===== src/rtl/dtmf_pkg.sv =====
package dtmf_pkg;

    typedef enum logic [1:0] {
        TRK_HUNT  = 2'd0,
        TRK_BUILD = 2'd1,
        TRK_LOCK  = 2'd2
    } trk_state_e;

    // Window edge, in clock cycles, for frequency f_hz at tolerance tol_ppt
    function automatic int win_bound(input int clk_hz, input int f_hz,
                                     input int tol_ppt, input bit upper);
        longint num;
        longint den;
        num = longint'(clk_hz) * (upper ? longint'(1000 + tol_ppt)
                                        : longint'(1000 - tol_ppt));
        den = longint'(f_hz) * 1000;
        return int'(num / den);
    endfunction

    // Row = low-group bin, column = high-group bin
    function automatic logic [3:0] pair_code(input logic [1:0] row,
                                             input logic [1:0] col);
        logic [3:0] r4;
        logic [3:0] c4;
        r4 = {2'b00, row};
        c4 = {2'b00, col};
        if (col == 2'd3)
            return 4'd13 + r4;
        else if (row != 2'd3)
            return (r4 * 4'd3) + c4 + 4'd1;
        else if (col == 2'd0)
            return 4'd11;
        else if (col == 2'd1)
            return 4'd10;
        else
            return 4'd12;
    endfunction

endpackage


===== src/rtl/tone_edge_sync.sv =====
module tone_edge_sync #(
    parameter int SYNC_STAGES = 2
) (
    input  logic clk,
    input  logic rst_n,
    input  logic tone_in,
    output logic rise
);
    logic [SYNC_STAGES:0] chain_q;

    always_ff @(posedge clk or negedge rst_n) begin
        if (!rst_n)
            chain_q <= '0;
        else
            chain_q <= {chain_q[SYNC_STAGES-1:0], tone_in};
    end

    assign rise = chain_q[SYNC_STAGES-1] & ~chain_q[SYNC_STAGES];


    rise_spacing_chk: assert property (@(posedge clk) disable iff (!rst_n)
        rise |=> !rise);

endmodule


===== src/rtl/period_binner.sv =====
module period_binner #(
    parameter int               CLK_HZ  = 200000,
    parameter int               TOL_PPT = 25,
    parameter logic [3:0][15:0] FREQS   = {16'd941, 16'd852, 16'd770, 16'd697}
) (
    input  logic       clk,
    input  logic       rst_n,
    input  logic       rise,
    output logic       hit,
    output logic [1:0] bin,
    output logic       stale
);
    import dtmf_pkg::*;

    localparam int CMAX_I = win_bound(CLK_HZ, int'(FREQS[0]), TOL_PPT, 1'b1) + 1;
    localparam int CW     = $clog2(CMAX_I + 1);
    localparam logic [CW-1:0] CMAX = CW'(CMAX_I);

    logic [CW-1:0] cnt_q;
    logic [3:0]    in_bin;

    always_ff @(posedge clk or negedge rst_n) begin
        if (!rst_n)
            cnt_q <= CMAX;
        else if (rise)
            cnt_q <= CW'(1);
        else if (cnt_q != CMAX)
            cnt_q <= cnt_q + CW'(1);
    end

    for (genvar i = 0; i < 4; i++) begin : g_win
        localparam logic [CW-1:0] LO = CW'(win_bound(CLK_HZ, int'(FREQS[i]), TOL_PPT, 1'b0));
        localparam logic [CW-1:0] HI = CW'(win_bound(CLK_HZ, int'(FREQS[i]), TOL_PPT, 1'b1));
        assign in_bin[i] = (cnt_q >= LO) && (cnt_q <= HI);
    end

    always_comb begin
        bin = 2'd0;
        for (int i = 0; i < 4; i++)
            if (in_bin[i]) bin = 2'(i);
    end

    assign hit   = |in_bin;
    assign stale = (cnt_q == CMAX);


    one_bin_chk: assert property (@(posedge clk) disable iff (!rst_n)
        $countones(in_bin) <= 1);

    stale_no_hit_chk: assert property (@(posedge clk) disable iff (!rst_n)
        stale |-> !hit);

endmodule


===== src/rtl/group_tracker.sv =====
module group_tracker #(
    parameter int RUN_LEN = 4
) (
    input  logic       clk,
    input  logic       rst_n,
    input  logic       per_evt,
    input  logic       hit,
    input  logic [1:0] bin,
    input  logic       stale,
    output logic       locked,
    output logic [1:0] lock_bin
);
    import dtmf_pkg::*;

    localparam int RW = $clog2(RUN_LEN + 1);
    localparam logic [RW-1:0] RUN_DONE = RW'(RUN_LEN);
    localparam trk_state_e FIRST_STATE = (RUN_LEN == 1) ? TRK_LOCK : TRK_BUILD;

    trk_state_e    state_q, state_d;
    logic [1:0]    cand_q, cand_d;
    logic [RW-1:0] run_q, run_d;

    always_ff @(posedge clk or negedge rst_n) begin
        if (!rst_n) begin
            state_q <= TRK_HUNT;
            cand_q  <= 2'd0;
            run_q   <= '0;
        end else begin
            state_q <= state_d;
            cand_q  <= cand_d;
            run_q   <= run_d;
        end
    end

    always_comb begin
        state_d = state_q;
        cand_d  = cand_q;
        run_d   = run_q;
        unique case (state_q)
            TRK_HUNT: begin
                if (per_evt && hit) begin
                    cand_d  = bin;
                    run_d   = RW'(1);
                    state_d = FIRST_STATE;
                end
            end
            TRK_BUILD: begin
                if (stale || (per_evt && !hit)) begin
                    state_d = TRK_HUNT;
                    run_d   = '0;
                end else if (per_evt && bin == cand_q) begin
                    run_d = run_q + RW'(1);
                    if (run_q + RW'(1) == RUN_DONE)
                        state_d = TRK_LOCK;
                end else if (per_evt) begin
                    cand_d = bin;
                    run_d  = RW'(1);
                end
            end
            TRK_LOCK: begin
                if (stale || (per_evt && !hit)) begin
                    state_d = TRK_HUNT;
                    run_d   = '0;
                end else if (per_evt && bin != cand_q) begin
                    cand_d  = bin;
                    run_d   = RW'(1);
                    state_d = FIRST_STATE;
                end
            end
            default: begin
                state_d = TRK_HUNT;
                run_d   = '0;
            end
        endcase
    end

    always_comb begin
        locked   = (state_q == TRK_LOCK);
        lock_bin = cand_q;
    end


    miss_drop_chk: assert property (@(posedge clk) disable iff (!rst_n)
        (locked && per_evt && !hit) |=> !locked);

    stale_drop_chk: assert property (@(posedge clk) disable iff (!rst_n)
        stale |=> !locked);

    lock_on_event_chk: assert property (@(posedge clk) disable iff (!rst_n)
        $rose(locked) |-> $past(per_evt && hit));

    run_bound_chk: assert property (@(posedge clk) disable iff (!rst_n)
        run_q <= RUN_DONE);

endmodule


===== src/rtl/dtmf_period_decoder.sv =====
module dtmf_period_decoder #(
    parameter int               CLK_HZ      = 200000,
    parameter int               TOL_PPT     = 25,
    parameter int               RUN_LEN     = 4,
    parameter int               SYNC_STAGES = 2,
    parameter logic [3:0][15:0] LOW_HZ      = {16'd941, 16'd852, 16'd770, 16'd697},
    parameter logic [3:0][15:0] HIGH_HZ     = {16'd1633, 16'd1477, 16'd1336, 16'd1209}
) (
    input  logic       clk,
    input  logic       rst_n,
    input  logic       low_tone_in,
    input  logic       high_tone_in,
    output logic       tone_present,
    output logic [3:0] key_code
);
    import dtmf_pkg::*;

    localparam int GROUPS = 2;

    logic [GROUPS-1:0]      tone_vec;
    logic [GROUPS-1:0]      grp_valid;
    logic [GROUPS-1:0][1:0] grp_bin;
    logic [3:0]             key_q;

    assign tone_vec = {high_tone_in, low_tone_in};

    for (genvar g = 0; g < GROUPS; g++) begin : g_grp
        localparam logic [3:0][15:0] FSET = (g == 0) ? LOW_HZ : HIGH_HZ;
        logic       rise;
        logic       hit;
        logic       stale;
        logic [1:0] bin;

        tone_edge_sync #(.SYNC_STAGES(SYNC_STAGES)) u_sync (
            .clk     (clk),
            .rst_n   (rst_n),
            .tone_in (tone_vec[g]),
            .rise    (rise)
        );

        period_binner #(.CLK_HZ(CLK_HZ), .TOL_PPT(TOL_PPT), .FREQS(FSET)) u_bin (
            .clk   (clk),
            .rst_n (rst_n),
            .rise  (rise),
            .hit   (hit),
            .bin   (bin),
            .stale (stale)
        );

        group_tracker #(.RUN_LEN(RUN_LEN)) u_trk (
            .clk      (clk),
            .rst_n    (rst_n),
            .per_evt  (rise),
            .hit      (hit),
            .bin      (bin),
            .stale    (stale),
            .locked   (grp_valid[g]),
            .lock_bin (grp_bin[g])
        );
    end

    assign tone_present = &grp_valid;

    always_ff @(posedge clk or negedge rst_n) begin
        if (!rst_n)
            key_q <= 4'd0;
        else if (tone_present)
            key_q <= pair_code(grp_bin[0], grp_bin[1]);
    end

    assign key_code = key_q;


    code_hold_chk: assert property (@(posedge clk) disable iff (!rst_n)
        !tone_present |=> $stable(key_code));

    pair_steady_chk: assert property (@(posedge clk) disable iff (!rst_n)
        (tone_present && $past(tone_present)) |-> $stable(grp_bin));

endmodule


===== config.mk =====
export PLATFORM = sky130hd
export DESIGN_NAME = dtmf_period_decoder
export DESIGN_NICKNAME = d
export VERILOG_FILES = /design/src/rtl/dtmf_pkg.sv /design/src/rtl/tone_edge_sync.sv /design/src/rtl/period_binner.sv /design/src/rtl/group_tracker.sv /design/src/rtl/dtmf_period_decoder.sv
export SDC_FILE = /design/constraint.sdc
export NUM_CORES = 1
export LEC_CHECK = 0
export ABC_CLOCK_PERIOD_IN_PS = 2550
export CAP_MARGIN = 20
export CORE_ASPECT_RATIO = 2
export CORE_MARGIN = 2
export CORE_UTILIZATION = 50
export CTS_CLUSTER_DIAMETER = 150
export DETAILED_ROUTE_END_ITERATION = 8
export HOLD_SLACK_MARGIN = 0.05
export PLACE_DENSITY = 0.7
export SLEW_MARGIN = 25
export SYNTH_ARGS = -nofsm -noshare
export SYNTH_HDL_FRONTEND = slang
export SYNTH_SLANG_ARGS = --single-unit

===== constraint.sdc =====
create_clock -name clk -period 2.55 [get_ports clk]
set_input_delay 0.51 -clock clk [delete_from_list [all_inputs] [get_ports clk]]
set_output_delay 0.51 -clock clk [all_outputs]
set_load 0.02 [all_outputs]

==> flow_summary_export.csv <==
group,metric,value,unit
sta,fin_tns_setup,-5.682,ps
synthesis,yosys_most_used_dff,"dfrtp_1",
sta,max-slew-margin-rel,0.6554,
synthesis,ys_seq_elements,41,
clocking,postCtsHoldBufs,0,
synthesis,ys.warnings.count,0,
synthesis,synth_edf_count,0,
finish,n_antenna_cell,0,
grt,grt_pass1_wl,10.81,mm
worst_setup_path,cp-start-kind,"flip-flop",
placement,place_inst,377,
routing,antenna_left,0,
worst_setup_path,required,2740,ps
sta,skew,12.96,ps
worst_setup_path,path_class,"flip-flop to flip-flop",
sta,hold_viol,0,
routing,drt-initial-drc-count,111,
grt,grt_overflow,0,
sta,period_needed,2556,ps
sta,worst_pin_slew,512.9,ps
floorplanning,core,5373,sq um
synthesis,synthCells,297,
finish,nets,356,
floorplanning,initial_core_util,0.5093,
floorplanning,io_pins,9,
clocking,cts_sinks,41,
sta,finalCritPeriodShare,1.002,
finish,fillCellCount,461,
sta,worst_slack,-5.682,ps
worst_setup_path,cp_max_fo,4,
worst_setup_path,cp.arrival,2750,ps
synthesis,synth.avg_cell_area,9.213,sq um
synthesis,synth_seq_area_share,0.3791,
routing,wl_per_cell,16.86,um
floorplanning,die_h,108.6,um
finish,final_common_cell,"buf_4",
sta,slew_violations,0,
floorplanning,dieArea,6116,sq um
floorplanning,rows,38,
routing,dr.pass1.iters,4,
routing,drc,0,
routing,vias,2368,
worst_hold_path,hp-class,"input port to async pin",
pwr,peakVddDrop,0.4318,mV
grt,grt_max_degree,42,
clocking,cts.path.max_buffers,2,
sta,grt_setup_unrepaired,"true",
finish,layout_common_cells,"buf_4, nor2_1, dfrtp_1",
clocking,cts_tree,"built",
placement,dp_hpwl,4.809,mm
finish,synthToLayoutAreaGrowth,24.33,%
grt,antenna_found_initial,0,
clocking,insertion_delay,310,ps
floorplanning,die_x,56.31,um
status,status,"complete, but fails checks",
synthesis,syn_nets,318,
status,violations,"setup timing",
sta,timing.fmax,391.3,MHz
pwr,power.total,1.820,mW
pwr,leakagePower,1.456,nW
pwr,p_per_area,534.9,nW/um^2
finish,fin_util,0.6332,
placement,dp_slack,-116.7,ps
sta,finalSetupViolations,1,
clocking,htreeDepth,2,
synthesis,netlist_area,2736,sq um
routing,vias_per_cell,5.980,
finish,drive_gt1_frac,0.2887,
placement,io_buffer_count,8,
synthesis,ys_types,60,
grt,first_global_vias,2446,
worst_setup_path,end_kind,"flip-flop",
clocking,path_clk_slew,80,ps
run,max-cap-violations,0,
grt,gr-usage-all-layers,0.2306,
clocking,cts_root_buffer,"clkbuf_8",
placement,gp_congestion,0.8512,
routing,drt-total-wl,6.676,mm
synthesis,ys_async_sr_fraction,1.000,
clocking,cts_inserted_buffers,5,
finish,final_cells,396,
[per-layer routing]
metal	wire (um)	part of all wire	up-vias	GRT usage
li1	-	-	1149	-
met5	0	0	-	0
met2	4073	0.61	36	0.4697
met1	2210	0.33	1162	0.2000
met4	278	0.042	0	0.1429
met3	113	0.017	21	0.03203
[area by class of cell]
class	count	area (sq um)	area share
tap	60	75.07	0.02207
clock inverter	3	17.52	0.005149
timing repair buffer	47	370.4	0.1089
multi-input combinational	223	1769	0.5200
inverter	17	63.81	0.01876
clock buffer	5	68.82	0.02023
sequential	41	1037	0.3049
[critical path: stages, from the launching register on]
cell and delay (ps):
dfstp_2 550, buf_4 120, ha_1 150, a21oi_1 70
a311oi_1 230, buf_4 180, a31oi_4 50, xnor2_2 170
o41ai_2 450, a211oi_2 150, mux2_4 320
[power by group]
part / total, mW / internal, mW / switching, mW
combinational: 0.532 / 0.266 / 0.266
clock: 0.430 / 0.189 / 0.241
sequential: 0.858 / 0.733 / 0.124
[Yosys cell counts, drive strengths merged, types with 8 or more instances]
master   n  area, sq um
a21oi   16        80.08
a31oi    8        50.05
clkbuf  10        37.54
dfrtp   32        800.8
dfstp    9        236.5
ha      15        187.7
inv     17        63.81
nand2   15        56.30
nand3    9        50.05
nor2    34        127.6
nor3     9        45.04
o21ai    9        45.04
xor2    10        87.58
[cell families after synthesis]
| kind of cell | after synthesis | synth area share |
|---|---|---|
| xor gates and xnor gates | 16 | 0.05121 |
| muxes | 7 | 0.02652 |
| adders and majority gates | 18 | 0.08688 |
| and+or+nand+nor | 103 | 0.1966 |
| AOI/OAI and AO/OA | 79 | 0.2117 |
| buffers and inverters | 33 | 0.04801 |
| DFF | 41 | 0.3791 |
[metrics by stage]
stage | hold slack (ps) | area [sq um]
after floorplan | 214.4 | 2736
after global placement | 331.4 | 3029
after detailed placement | 345.9 | 3029
final | 168.5 | 3402
after CTS | 363.9 | 3166
after global routing | 216.1 | 3402
[worst paths after layout]
path | startpoint | endpoint | slack, ps | cells after the start
worst max register to register | g_grp[1].u_bin.cnt_q[1] | g_grp[1].u_trk.run_q[0] | -6 | 10
worst min-delay path | rst_n | g_grp[1].u_bin.cnt_q[2] | 170 | 1
max in group asynchronous | rst_n | g_grp[0].u_bin.cnt_q[2] | 2000 | 1
worst max-delay path | g_grp[1].u_bin.cnt_q[1] | g_grp[1].u_trk.run_q[0] | -6 | 10
worst min register to register | g_grp[0].u_sync.chain_q[0] | g_grp[0].u_sync.chain_q[1] | 360 | 0
min in group clk | g_grp[0].u_sync.chain_q[0] | g_grp[0].u_sync.chain_q[1] | 360 | 0
[sequential cells by signal, summed over array words and instances, names as in the netlist]
name / count
g_grp.u_bin.cnt_q: 17
g_grp.u_trk.lock_bin: 4
g_grp.u_sync.chain_q: 6
g_grp.u_trk.state_q: 4
g_grp.u_trk.run_q: 6
key_code: 4
[what timing repair did]
action | in CTS | in global routing
setup buffers | 5 | 6
pin swaps | 10 | 12
setup endpoints to repair | 10 | 14
gates resized for setup | 2 | 35
(Power assumes the default switching activity.)
